--- src/rtl/tdl_pkg.sv ---
package tdl_pkg;
  // Position `back` entries behind `ptr` in a ring of `depth` slots.
  function automatic int ring_back(int ptr, int back, int depth);
    if (ptr >= back) return ptr - back;
    return ptr + depth - back;
  endfunction
endpackage

--- src/rtl/tdl_wr_ctrl.sv ---
module tdl_wr_ctrl #(
  parameter int DEPTH = 16,
  parameter int PTR_W = 4,
  parameter int CNT_W = 5
) (
  input  logic             clk_i,
  input  logic             rst_ni,
  input  logic             we_i,
  output logic [PTR_W-1:0] wr_ptr_o,
  output logic [CNT_W-1:0] fill_o
);
  logic [PTR_W-1:0] wr_ptr_q;
  logic [CNT_W-1:0] fill_q;

  always_ff @(posedge clk_i or negedge rst_ni) begin
    if (!rst_ni) begin
      wr_ptr_q <= '0;
      fill_q   <= '0;
    end else if (we_i) begin
      wr_ptr_q <= (int'(wr_ptr_q) == DEPTH - 1) ? '0 : wr_ptr_q + PTR_W'(1);
      if (int'(fill_q) < DEPTH) fill_q <= fill_q + CNT_W'(1);
    end
  end

  assign wr_ptr_o = wr_ptr_q;
  assign fill_o   = fill_q;


  idle_hold_chk: assert property (@(posedge clk_i) disable iff (!rst_ni)
    !we_i |=> ($stable(wr_ptr_q) && $stable(fill_q)));

  ptr_range_chk: assert property (@(posedge clk_i) disable iff (!rst_ni)
    int'(wr_ptr_q) < DEPTH);

  fill_sat_chk: assert property (@(posedge clk_i) disable iff (!rst_ni)
    int'(fill_q) <= DEPTH);
endmodule

--- src/rtl/tdl_store.sv ---
module tdl_store #(
  parameter int DATA_W = 32,
  parameter int DEPTH  = 16,
  parameter int PTR_W  = 4
) (
  input  logic              clk_i,
  input  logic              we_i,
  input  logic [PTR_W-1:0]  wr_addr_i,
  input  logic [DATA_W-1:0] wr_data_i,
  input  logic [PTR_W-1:0]  rd_addr_i,
  output logic [DATA_W-1:0] rd_data_o
);
  logic [DATA_W-1:0] mem_q [DEPTH];

  always_ff @(posedge clk_i) begin
    if (we_i && int'(wr_addr_i) < DEPTH) mem_q[wr_addr_i] <= wr_data_i;
  end

  // Out-of-range addresses only occur when the tap misses; the data is discarded then.
  always_comb begin
    rd_data_o = '0;
    if (int'(rd_addr_i) < DEPTH) rd_data_o = mem_q[rd_addr_i];
  end
endmodule

--- src/rtl/tdl_tap_sel.sv ---
module tdl_tap_sel #(
  parameter int              DATA_W   = 32,
  parameter int              DEPTH    = 16,
  parameter bit              DYN_EN   = 1'b1,
  parameter logic [DATA_W-1:0] DEF_WORD = '0,
  parameter bit              OUT_REG  = 1'b0,
  parameter int              DLY_W    = 4,
  parameter int              PTR_W    = 4,
  parameter int              CNT_W    = 5
) (
  input  logic              clk_i,
  input  logic              rst_ni,
  input  logic              en_i,
  input  logic [DLY_W-1:0]  delay_i,
  input  logic [PTR_W-1:0]  wr_ptr_i,
  input  logic [CNT_W-1:0]  fill_i,
  output logic [PTR_W-1:0]  rd_addr_o,
  input  logic [DATA_W-1:0] rd_data_i,
  output logic [DATA_W-1:0] data_o
);
  logic [DLY_W-1:0]  tap;
  logic              hit;
  logic [DATA_W-1:0] stage1_q;

  if (DYN_EN) begin : g_dyn
    assign tap = delay_i;
  end else begin : g_fix
    assign tap = DLY_W'(DEPTH - 1);
  end

  assign hit       = int'(tap) < int'(fill_i);
  assign rd_addr_o = PTR_W'(tdl_pkg::ring_back(int'(wr_ptr_i), int'(tap) + 1, DEPTH));

  always_ff @(posedge clk_i or negedge rst_ni) begin
    if (!rst_ni)   stage1_q <= DEF_WORD;
    else if (en_i) stage1_q <= hit ? rd_data_i : DEF_WORD;
  end

  if (OUT_REG) begin : g_oreg
    logic [DATA_W-1:0] stage2_q;
    always_ff @(posedge clk_i or negedge rst_ni) begin
      if (!rst_ni)   stage2_q <= DEF_WORD;
      else if (en_i) stage2_q <= stage1_q;
    end
    assign data_o = stage2_q;
  end else begin : g_noreg
    assign data_o = stage1_q;
  end


  hold_chk: assert property (@(posedge clk_i) disable iff (!rst_ni)
    !en_i |=> $stable(data_o));

  empty_default_chk: assert property (@(posedge clk_i) disable iff (!rst_ni)
    (en_i && fill_i == '0) |=> stage1_q == DEF_WORD);
endmodule

--- src/rtl/tap_delay_line.sv ---
module tap_delay_line #(
  parameter int                DATA_W   = 32,
  parameter int                DEPTH    = 16,
  parameter bit                DYN_EN   = 1'b1,
  parameter logic [DATA_W-1:0] DEF_WORD = 32'hDEADBEEF,
  parameter bit                OUT_REG  = 1'b0,
  localparam int               DLY_W    = (DEPTH > 1) ? $clog2(DEPTH) : 1
) (
  input  logic              clk_i,
  input  logic              rst_ni,
  input  logic              en_i,
  input  logic              stb_i,
  input  logic [DATA_W-1:0] data_i,
  input  logic [DLY_W-1:0]  delay_i,
  output logic [DATA_W-1:0] data_o
);
  localparam int PTR_W = DLY_W;
  localparam int CNT_W = $clog2(DEPTH + 1);

  logic              we;
  logic [PTR_W-1:0]  wr_ptr;
  logic [CNT_W-1:0]  fill;
  logic [PTR_W-1:0]  rd_addr;
  logic [DATA_W-1:0] rd_data;

  assign we = en_i & stb_i;

  tdl_wr_ctrl #(.DEPTH(DEPTH), .PTR_W(PTR_W), .CNT_W(CNT_W)) u_wr_ctrl (
    .clk_i   (clk_i),
    .rst_ni  (rst_ni),
    .we_i    (we),
    .wr_ptr_o(wr_ptr),
    .fill_o  (fill)
  );

  tdl_store #(.DATA_W(DATA_W), .DEPTH(DEPTH), .PTR_W(PTR_W)) u_store (
    .clk_i    (clk_i),
    .we_i     (we),
    .wr_addr_i(wr_ptr),
    .wr_data_i(data_i),
    .rd_addr_i(rd_addr),
    .rd_data_o(rd_data)
  );

  tdl_tap_sel #(
    .DATA_W(DATA_W), .DEPTH(DEPTH), .DYN_EN(DYN_EN), .DEF_WORD(DEF_WORD),
    .OUT_REG(OUT_REG), .DLY_W(DLY_W), .PTR_W(PTR_W), .CNT_W(CNT_W)
  ) u_tap_sel (
    .clk_i    (clk_i),
    .rst_ni   (rst_ni),
    .en_i     (en_i),
    .delay_i  (delay_i),
    .wr_ptr_i (wr_ptr),
    .fill_i   (fill),
    .rd_addr_o(rd_addr),
    .rd_data_i(rd_data),
    .data_o   (data_o)
  );
endmodule

--- config.mk ---
export PLATFORM = sky130hd
export DESIGN_NAME = tap_delay_line
export DESIGN_NICKNAME = d
export VERILOG_FILES = /design/src/rtl/tdl_pkg.sv /design/src/rtl/tdl_wr_ctrl.sv /design/src/rtl/tdl_store.sv /design/src/rtl/tdl_tap_sel.sv /design/src/rtl/tap_delay_line.sv
export SDC_FILE = /design/constraint.sdc
export NUM_CORES = 1
export LEC_CHECK = 0
export BUFFER_PORTS_ARGS = -buffer_cell sky130_fd_sc_hd__buf_2
export CAP_MARGIN = 30
export CORE_ASPECT_RATIO = 0.8
export CORE_MARGIN = 2
export CORE_UTILIZATION = 35
export CTS_CLUSTER_SIZE = 12
export DETAILED_ROUTE_END_ITERATION = 8
export GPL_TIMING_DRIVEN = 0
export RECOVER_POWER = 100
export SLEW_MARGIN = 20
export SYNTH_ARGS = -nofsm -noshare
export SYNTH_HDL_FRONTEND = slang
export SYNTH_HIERARCHICAL = 1
export SYNTH_SLANG_ARGS = --single-unit
--- constraint.sdc ---
create_clock -name clk_i -period 4 [get_ports clk_i]
set_clock_uncertainty 0.2 [all_clocks]
set_input_delay 0.6 -clock clk_i [delete_from_list [all_inputs] [get_ports clk_i]]
set_output_delay 0.6 -clock clk_i [all_outputs]
set_load 0.02 [all_outputs]
==> results of run 1 <==
[flip-flops by register name (all words and copies together) (netlist names)]
register / cells
u_wr_ctrl/fill_o: 5
u_store/mem_q: 512
u_wr_ctrl/wr_ptr_o: 4
u_tap_sel/data_o: 32
[metrics by stage]
stage                     setup WS, ps  hold slack [ps]  utilization  power (W)  instances
final                              153              294        0.406     0.0177       2079
after global routing              46.2              308        0.406     0.0185       2079
after CTS                         10.0              157        0.414     0.0180       2078
after detailed placement          -201              293        0.388     0.0133       1985
after global placement           -3110              307        0.377     0.0132       1951
after floorplan                    179              104            -     0.0110       1050
[cells by family (layout without fill, tap and decap cells)]
group / after synthesis / after routing / synth area share
mux: 130 / 130 / 0.134
xor+xnor: 8 / 8 / 0.00323
buf+inv: 70 / 268 / 0.0191
fa+ha+maj: 11 / 11 / 0.00669
flops: 553 / 553 / 0.757
simple gates: 141 / 141 / 0.0315
other cells: 0 / 1 / 0
compound gates: 137 / 137 / 0.0485
[metal layers]
layer | share of wire | wire (µm) | GRT usage
met5 | 0 | 0 | 0
met4 | 0.018 | 979 | 0.0369
met3 | 0.083 | 4420 | 0.0333
met2 | 0.45 | 23700 | 0.253
met1 | 0.45 | 23900 | 0.253
[repair_timing]
item | CTS | global route
gates cloned | 0 | 0
hold buffers | 1 | 0
resized for setup | 2 | 20
endpoints found under the hold margin | 8 | 0
endpoints found under the setup margin | 1 | 31
[cell type report]
type,count,area share
Antenna cell,1,0.000101
Buffer,60,0.0155
Clock buffer,85,0.0598
Clock inverter,7,0.00292
Inverter,10,0.00151
Multi-Input combinational cell,427,0.194
Sequential cell,553,0.661
Tap cell,830,0.0418
Timing Repair Buffer,106,0.0236
[cell usage after synthesis, types with 2 or more instances]
master	instances	share of area
or2_1	24	0.0069
nand2b_1	4	0.0012
buf_12	2	0.0018
buf_4	12	0.0042
nand3_1	4	0.00092
buf_2	12	0.0028
nand2_1	62	0.011
nor2_1	21	0.0036
inv_1	9	0.0016
mux4_2	128	0.13
o31ai_2	18	0.010
and2_1	2	0.00058
o21ai_1	27	0.0062
ha_1	10	0.0058
dfstp_2	24	0.029
o31ai_1	4	0.0014
buf_1	9	0.0016
a22oi_1	64	0.022
xor2_1	4	0.0016
nor2b_1	12	0.0035
dfrtp_1	17	0.020
buf_6	8	0.0042
clkbuf_1	17	0.0029
edfxtp_1	512	0.71
nand3b_1	3	0.0010
a31oi_1	8	0.0023
xnor2_1	4	0.0016
o31ai_4	2	0.0020
nor3_1	4	0.00092
a21oi_1	11	0.0025
[worst max-delay path, stage by stage]
cell      delay (ps)
clkbuf_1         330
and2_0           380
nand3b_1         240
nor2_1          1530
clkbuf_2         740
[power by group through the flow]
stage / registers, W / clock network [W] / logic [W]
floorplan: 0.00723 / 0 / 0.00381
global placement: 0.00717 / 0 / 0.00600
detailed placement: 0.00716 / 0 / 0.00617
CTS: 0.00705 / 0.00474 / 0.00620
global route: 0.00709 / 0.00498 / 0.00644
finish: 0.00705 / 0.00465 / 0.00600
[worst max path at each step]
stage                                            startpoint                               end  slack [ps]
after floorplan                                        en_i    u_store/mem_q[12][0]$_DFFE_PP_         180
after global placement                                 en_i   u_store/mem_q[12][17]$_DFFE_PP_       -3110
after detailed placement                         delay_i[0]   u_tap_sel/data_o[9]$_DFFE_PN1P_        -200
after CTS                 u_wr_ctrl/wr_ptr_o[0]$_DFFE_PN0P_  u_tap_sel/data_o[28]$_DFFE_PN1P_          10
after global routing                                   en_i    u_store/mem_q[5][13]$_DFFE_PP_          50
final                                                  en_i    u_store/mem_q[5][13]$_DFFE_PP_         150
==> flow_summary_export.csv, run 1 <==
group,metric,value,unit
global_route,grt_pass1_vias,11148,
place,port_buffers,71,
cells_and_area,seq_area,16400,µm²
detailed_routing,drc,0,
cells_and_area,fill_cells,5489,
global_route,grt_use_total,0.168,
logic_synthesis,synth_edf_count,512,
cells_and_area,fin_nets,1263,
worst_setup_path,r2r_setup_slack,250,ps
clocking,cts_sinks,553,
cells_and_area,post_route_cells_drive_above_1_share,0.237,
logic_synthesis,async_flop_share,0.0741,
sta,fmax,0.260,GHz
sta,relSlewSlack,-0.510,
floorplanning,start_util,0.355,
flow_run,max_cap_viol_count,9,
clocking,post-cts-setup-buffers,0,
global_route,grt_pass1_wl,76900,µm
detailed_routing,dr.pass1.iters,5,
sta,worst_pin_slew,2260,ps
place,place.gp.congestion,0.732,
worst_setup_path,reg2regPathDepth,11,
clocking,root_buffer,"clkbuf_16",
hold_path,hold_start,"data_i[10]",
hold_path,holdPathStages,1,
cells_and_area,syn_to_final_growth,14.5,%
status,status,"finished, violations left",
power,combPwrFrac,0.339,
sta,hold_viol_final,0,
logic_synthesis,ys_ff_latch,553,
sta,finalCritPeriodShare,0.962,
logic_synthesis,synth_fp_nets,1101,
logic_synthesis,ys_types,42,
worst_setup_path,worstPathMaxFanout,17,
global_route,grt_max_degree,24,
power,p_int,0.0116,W
logic_synthesis,ys_seq_area_frac,0.757,
floorplanning,rows,81,
cells_and_area,multi_input_area,4820,µm²
sta,rsz0062_at_grt,"false",
detailed_routing,wl,53000,µm
power,p_seq_frac,0.398,
logic_synthesis,synth_ff_type,"edfxtp_1",
sta,slew_violations,158,
cells_and_area,final_common_cell,"edfxtp_1",
detailed_routing,wire_per_inst,25.5,µm
worst_setup_path,critPathRequiredTime,4020,ps
power,swShare,0.343,
sta,setup_viol,0,
worst_setup_path,critical_path_class,"in2reg",
floorplanning,dieArea,64000,µm²
detailed_routing,dr.first_iter.drc_count,1238,
power,power.share.clock,0.263,
floorplanning,core_region_area,61200,µm²
logic_synthesis,syn_inst,1050,
clocking,clockBufferDepth,3,
sta,setup-tns-final,0,ps
worst_setup_path,crit_path_end_kind,"flop",
cells_and_area,mostFrequentLayoutCells,"edfxtp_1, clkbuf_1, mux4_2, a22oi_1, nand2_1",
hold_path,whs_endpoint,"u_store/mem_q[15][10]$_DFFE_PP_",
power,irDropWorstVdd,0.000404,V
logic_synthesis,syn_avg_cell_area,20.7,µm²
place,placed_cell_area,23800,µm²
clocking,clk_latency,590,ps
global_route,overflow,0,
worst_setup_path,r2r_start,"u_wr_ctrl/wr_ptr_o[0]$_DFFE_PN0P_",
floorplanning,die_h,227,µm
floorplanning,ios,72,
clocking,cts-buffers-inserted,54,
cells_and_area,final_cell_area,24900,µm²
worst_setup_path,r2r-end,"u_tap_sel/data_o[9]$_DFFE_PN1P_",
floorplanning,die_x,282,µm
place,hpwl,35000,µm
sta,period_needed,3850,ps
status,violations,"capacitance limit, slew limit",
worst_setup_path,cp-start-kind,"primary input",
power,pwr_density_cell,712,nW/µm²
power,power.leakage,7.88,nW
clocking,clk_pin_slew_worst_paths,60,ps
hold_path,hp-class,"in2reg",
detailed_routing,via_per_inst,5.29,
power,power_switching,0.00606,W
clocking,tritoncts,"done",
logic_synthesis,yosysWarnings,6,
logic_synthesis,syn_area,21700,µm²
worst_setup_path,arrival,3860,ps
global_route,antenna_found_initial,1,
clocking,ctsHtreeMaxLevel,2,
detailed_routing,antenna_left,0,
detailed_routing,vias,10999,
Note: power is estimated with default switching activity, not from simulation.
==> run 2: changes to the inputs <==
- CORE_MARGIN: 2 -> 10
- CTS_BUF_LIST: not set -> sky130_fd_sc_hd__clkbuf_4 sky130_fd_sc_hd__clkbuf_8 sky130_fd_sc_hd__clkbuf_16
==> run 2 against run 1 <==
Net effect: the flow still finishes with violations (capacitance limit, slew limit); sequential power about the same; register-to-register slack is essentially flat; utilization rose by 0.20 points; routed wire length rose by 0.52%; worst setup slack better by 97 ps; cell area up 0.67%; sequential share of layout area fell by 0.44 points; largest cell class unchanged; worst hold slack better by 26 ps; count of clock-buffer cells in the layout up 9; via count grew 0.26%.
==> flow_summary_export.csv, run 2 (same netlist as run 1, synthesis figures left out) <==
group,metric,value,unit
status,status,"finished, violations left",
status,violations,"capacitance limit, slew limit",
place,place.gp.congestion,0.729,
detailed_routing,maxUsedRoutingLayer,"met5",
sta,worst_pin_slew,2650,ps
cells_and_area,num_antenna_cells,0,
power,pwr_density_cell,721,nW/µm²
detailed_routing,wire_per_inst,25.6,µm
floorplanning,die_h,243,µm
place,port_buffers,71,
floorplanning,core_region_area,61300,µm²
sta,relSlewSlack,-0.763,
floorplanning,rows,81,
detailed_routing,antenna_left,0,
detailed_routing,via_per_inst,5.29,
cells_and_area,fin_nets,1261,
place,pre_cts_ws,-188,ps
detailed_routing,wl_met2,23900,µm
worst_setup_path,reg2regPathDepth,11,
clocking,root_buffer,"clkbuf_16",
hold_path,hold_start,"data_i[16]",
cells_and_area,largest-register,"u_store/mem_q",
power,power.leakage,8.02,nW
global_route,antenna_found_initial,3,
hold_path,holdPathStages,1,
sta,rsz0062_at_grt,"false",
cells_and_area,fill_cells,5448,
power,power_switching,0.00606,W
worst_setup_path,cp-start-kind,"flop",
worst_setup_path,r2r_setup_slack,250,ps
place,placed_cell_area,23700,µm²
detailed_routing,vias,11028,
floorplanning,dieArea,72400,µm²
sta,finalCritPeriodShare,0.938,
power,irDropWorstVdd,0.000386,V
worst_setup_path,arrival,4030,ps
clocking,post-cts-setup-buffers,0,
detailed_routing,wl,53300,µm
sta,slew_violations,138,
power,combPwrFrac,0.332,
worst_setup_path,worstPathMaxFanout,12,
floorplanning,die_x,298,µm
cells_and_area,final_cell_area,25000,µm²
place,hpwl,35500,µm
cells_and_area,largest_register_ffs,512,
floorplanning,start_util,0.354,
cells_and_area,final_core_util,0.408,
clocking,clockBufferDepth,3,
sta,setup_viol,0,
worst_setup_path,critical_path_class,"reg2reg",
flow_run,max_cap_viol_count,8,
clocking,tritoncts,"done",
global_route,overflow,0,
clocking,ctsHtreeMaxLevel,2,
floorplanning,ios,72,
global_route,grt_max_degree,42,
cells_and_area,post_route_cells_drive_above_1_share,0.269,
clocking,clk_latency,580,ps
hold_path,hp-class,"in2reg",
global_route,grt_pass1_vias,11269,
cells_and_area,mostFrequentLayoutCells,"edfxtp_1, mux4_2, clkbuf_1, a22oi_1, nand2_1",
worst_setup_path,r2r-end,"u_tap_sel/data_o[9]$_DFFE_PN1P_",
sta,fmax,0.267,GHz
sta,period_needed,3750,ps
detailed_routing,dr.pass1.iters,5,
sta,setup_slack,250,ps
global_route,grt_use_total,0.145,
sta,hold_viol_final,0,
clocking,clk_pin_slew_worst_paths,60,ps
detailed_routing,drc,0,
power,power.share.clock,0.278,
power,p_seq_frac,0.390,
detailed_routing,wl_met3,4960,µm
worst_setup_path,r2r_start,"u_wr_ctrl/wr_ptr_o[0]$_DFFE_PN0P_",
cells_and_area,final_common_cell,"edfxtp_1",
clocking,cts-buffers-inserted,54,
power,p_int,0.0120,W
worst_setup_path,crit_path_end_kind,"flop",
worst_setup_path,critPathRequiredTime,4280,ps
hold_path,whs_endpoint,"u_store/mem_q[7][16]$_DFFE_PP_",
cells_and_area,syn_to_final_growth,15.3,%
detailed_routing,drt-met1-wl,23500,µm
clocking,cts_sinks,553,
global_route,grt_pass1_wl,78500,µm
detailed_routing,dr.first_iter.drc_count,1049,
power,swShare,0.336,
==> run 2: changes by cell type in the layout (fill, tap and decap cells not counted), sizes merged <==
| cell | previous run | this run |
|---|---|---|
| buf | 47 | 43 |
| clkbuf | 203 | 214 |
| clkinv | 5 | 3 |
| clkinvlp | 1 | 0 |
| diode | 1 | 0 |
| inv | 10 | 12 |
==> run 2: critical path, stage by stage, from the launching register on <==
cell	delay, ps
dfrtp_1	530
inv_1	110
ha_1	160
inv_1	60
fa_1	540
clkbuf_2	390
clkbuf_2	470
mux4_2	370
a22oi_1	250
nand2_1	180
o31ai_2	260
o21ai_0	120
==> run 2: what timing repair did <==
| item | CTS | global route |
|---|---|---|
| endpoints found under the setup margin | 4 | 27 |
| gates resized for setup | 2 | 15 |
| hold endpoints to repair | 17 | 0 |
| hold buffers | 1 | 0 |
==> run 2: worst max path at each step <==
stage / from / end / slack [ps] / depth (start not counted)
floorplan: en_i / u_store/mem_q[12][0]$_DFFE_PP_ / 180 / 3
global placement: en_i / u_store/mem_q[12][17]$_DFFE_PP_ / -3070 / 4
detailed placement: delay_i[0] / u_tap_sel/data_o[14]$_DFFE_PN0P_ / -190 / 11
CTS: u_wr_ctrl/wr_ptr_o[0]$_DFFE_PN0P_ / u_tap_sel/data_o[7]$_DFFE_PN1P_ / -8 / 11
global route: en_i / u_store/mem_q[7][16]$_DFFE_PP_ / 30 / 5
finish: u_wr_ctrl/wr_ptr_o[0]$_DFFE_PN0P_ / u_tap_sel/data_o[9]$_DFFE_PN1P_ / 250 / 11
==> run 2: routing by layer <==
layer | up-vias | global-route usage
met5 | - | 0
met4 | 4 | 0.0313
met3 | 70 | 0.0350
met2 | 457 | 0.217
met1 | 5849 | 0.211
li1 | 4648 | -
==> run 2: final cells by class <==
cell class / count / area, µm² / area share
clock buffer: 94 / 1700 / 0.0679
inverter: 10 / 37.5 / 0.00150
clock inverter: 6 / 71.3 / 0.00285
timing repair buffer: 104 / 526 / 0.0210
multi-input combinational: 427 / 4840 / 0.193
buffer: 60 / 384 / 0.0153
tap: 830 / 1040 / 0.0415
sequential: 553 / 16400 / 0.657
==> run 2: per-stage QoR <==
step | TNS (ps) | cells | hold WS [ps] | power, W
after floorplan | 0 | 1050 | 104 | 0.0110
after global placement | -736260 | 1951 | 301 | 0.0131
after detailed placement | -2350 | 1983 | 303 | 0.0133
after CTS | -8.22 | 2084 | 172 | 0.0183
after global routing | 0 | 2084 | 342 | 0.0189
final | 0 | 2084 | 319 | 0.0180
==> run 2: power groups by stage <==
stage / combinational, W / clock, W / sequential, W
2_1_floorplan: 0.00381 / 0 / 0.00723
3_3_place_gp: 0.00598 / 0 / 0.00715
3_5_place_dp: 0.00617 / 0 / 0.00715
4_1_cts: 0.00618 / 0.00512 / 0.00703
5_1_grt: 0.00644 / 0.00536 / 0.00708
6_report: 0.00599 / 0.00501 / 0.00704
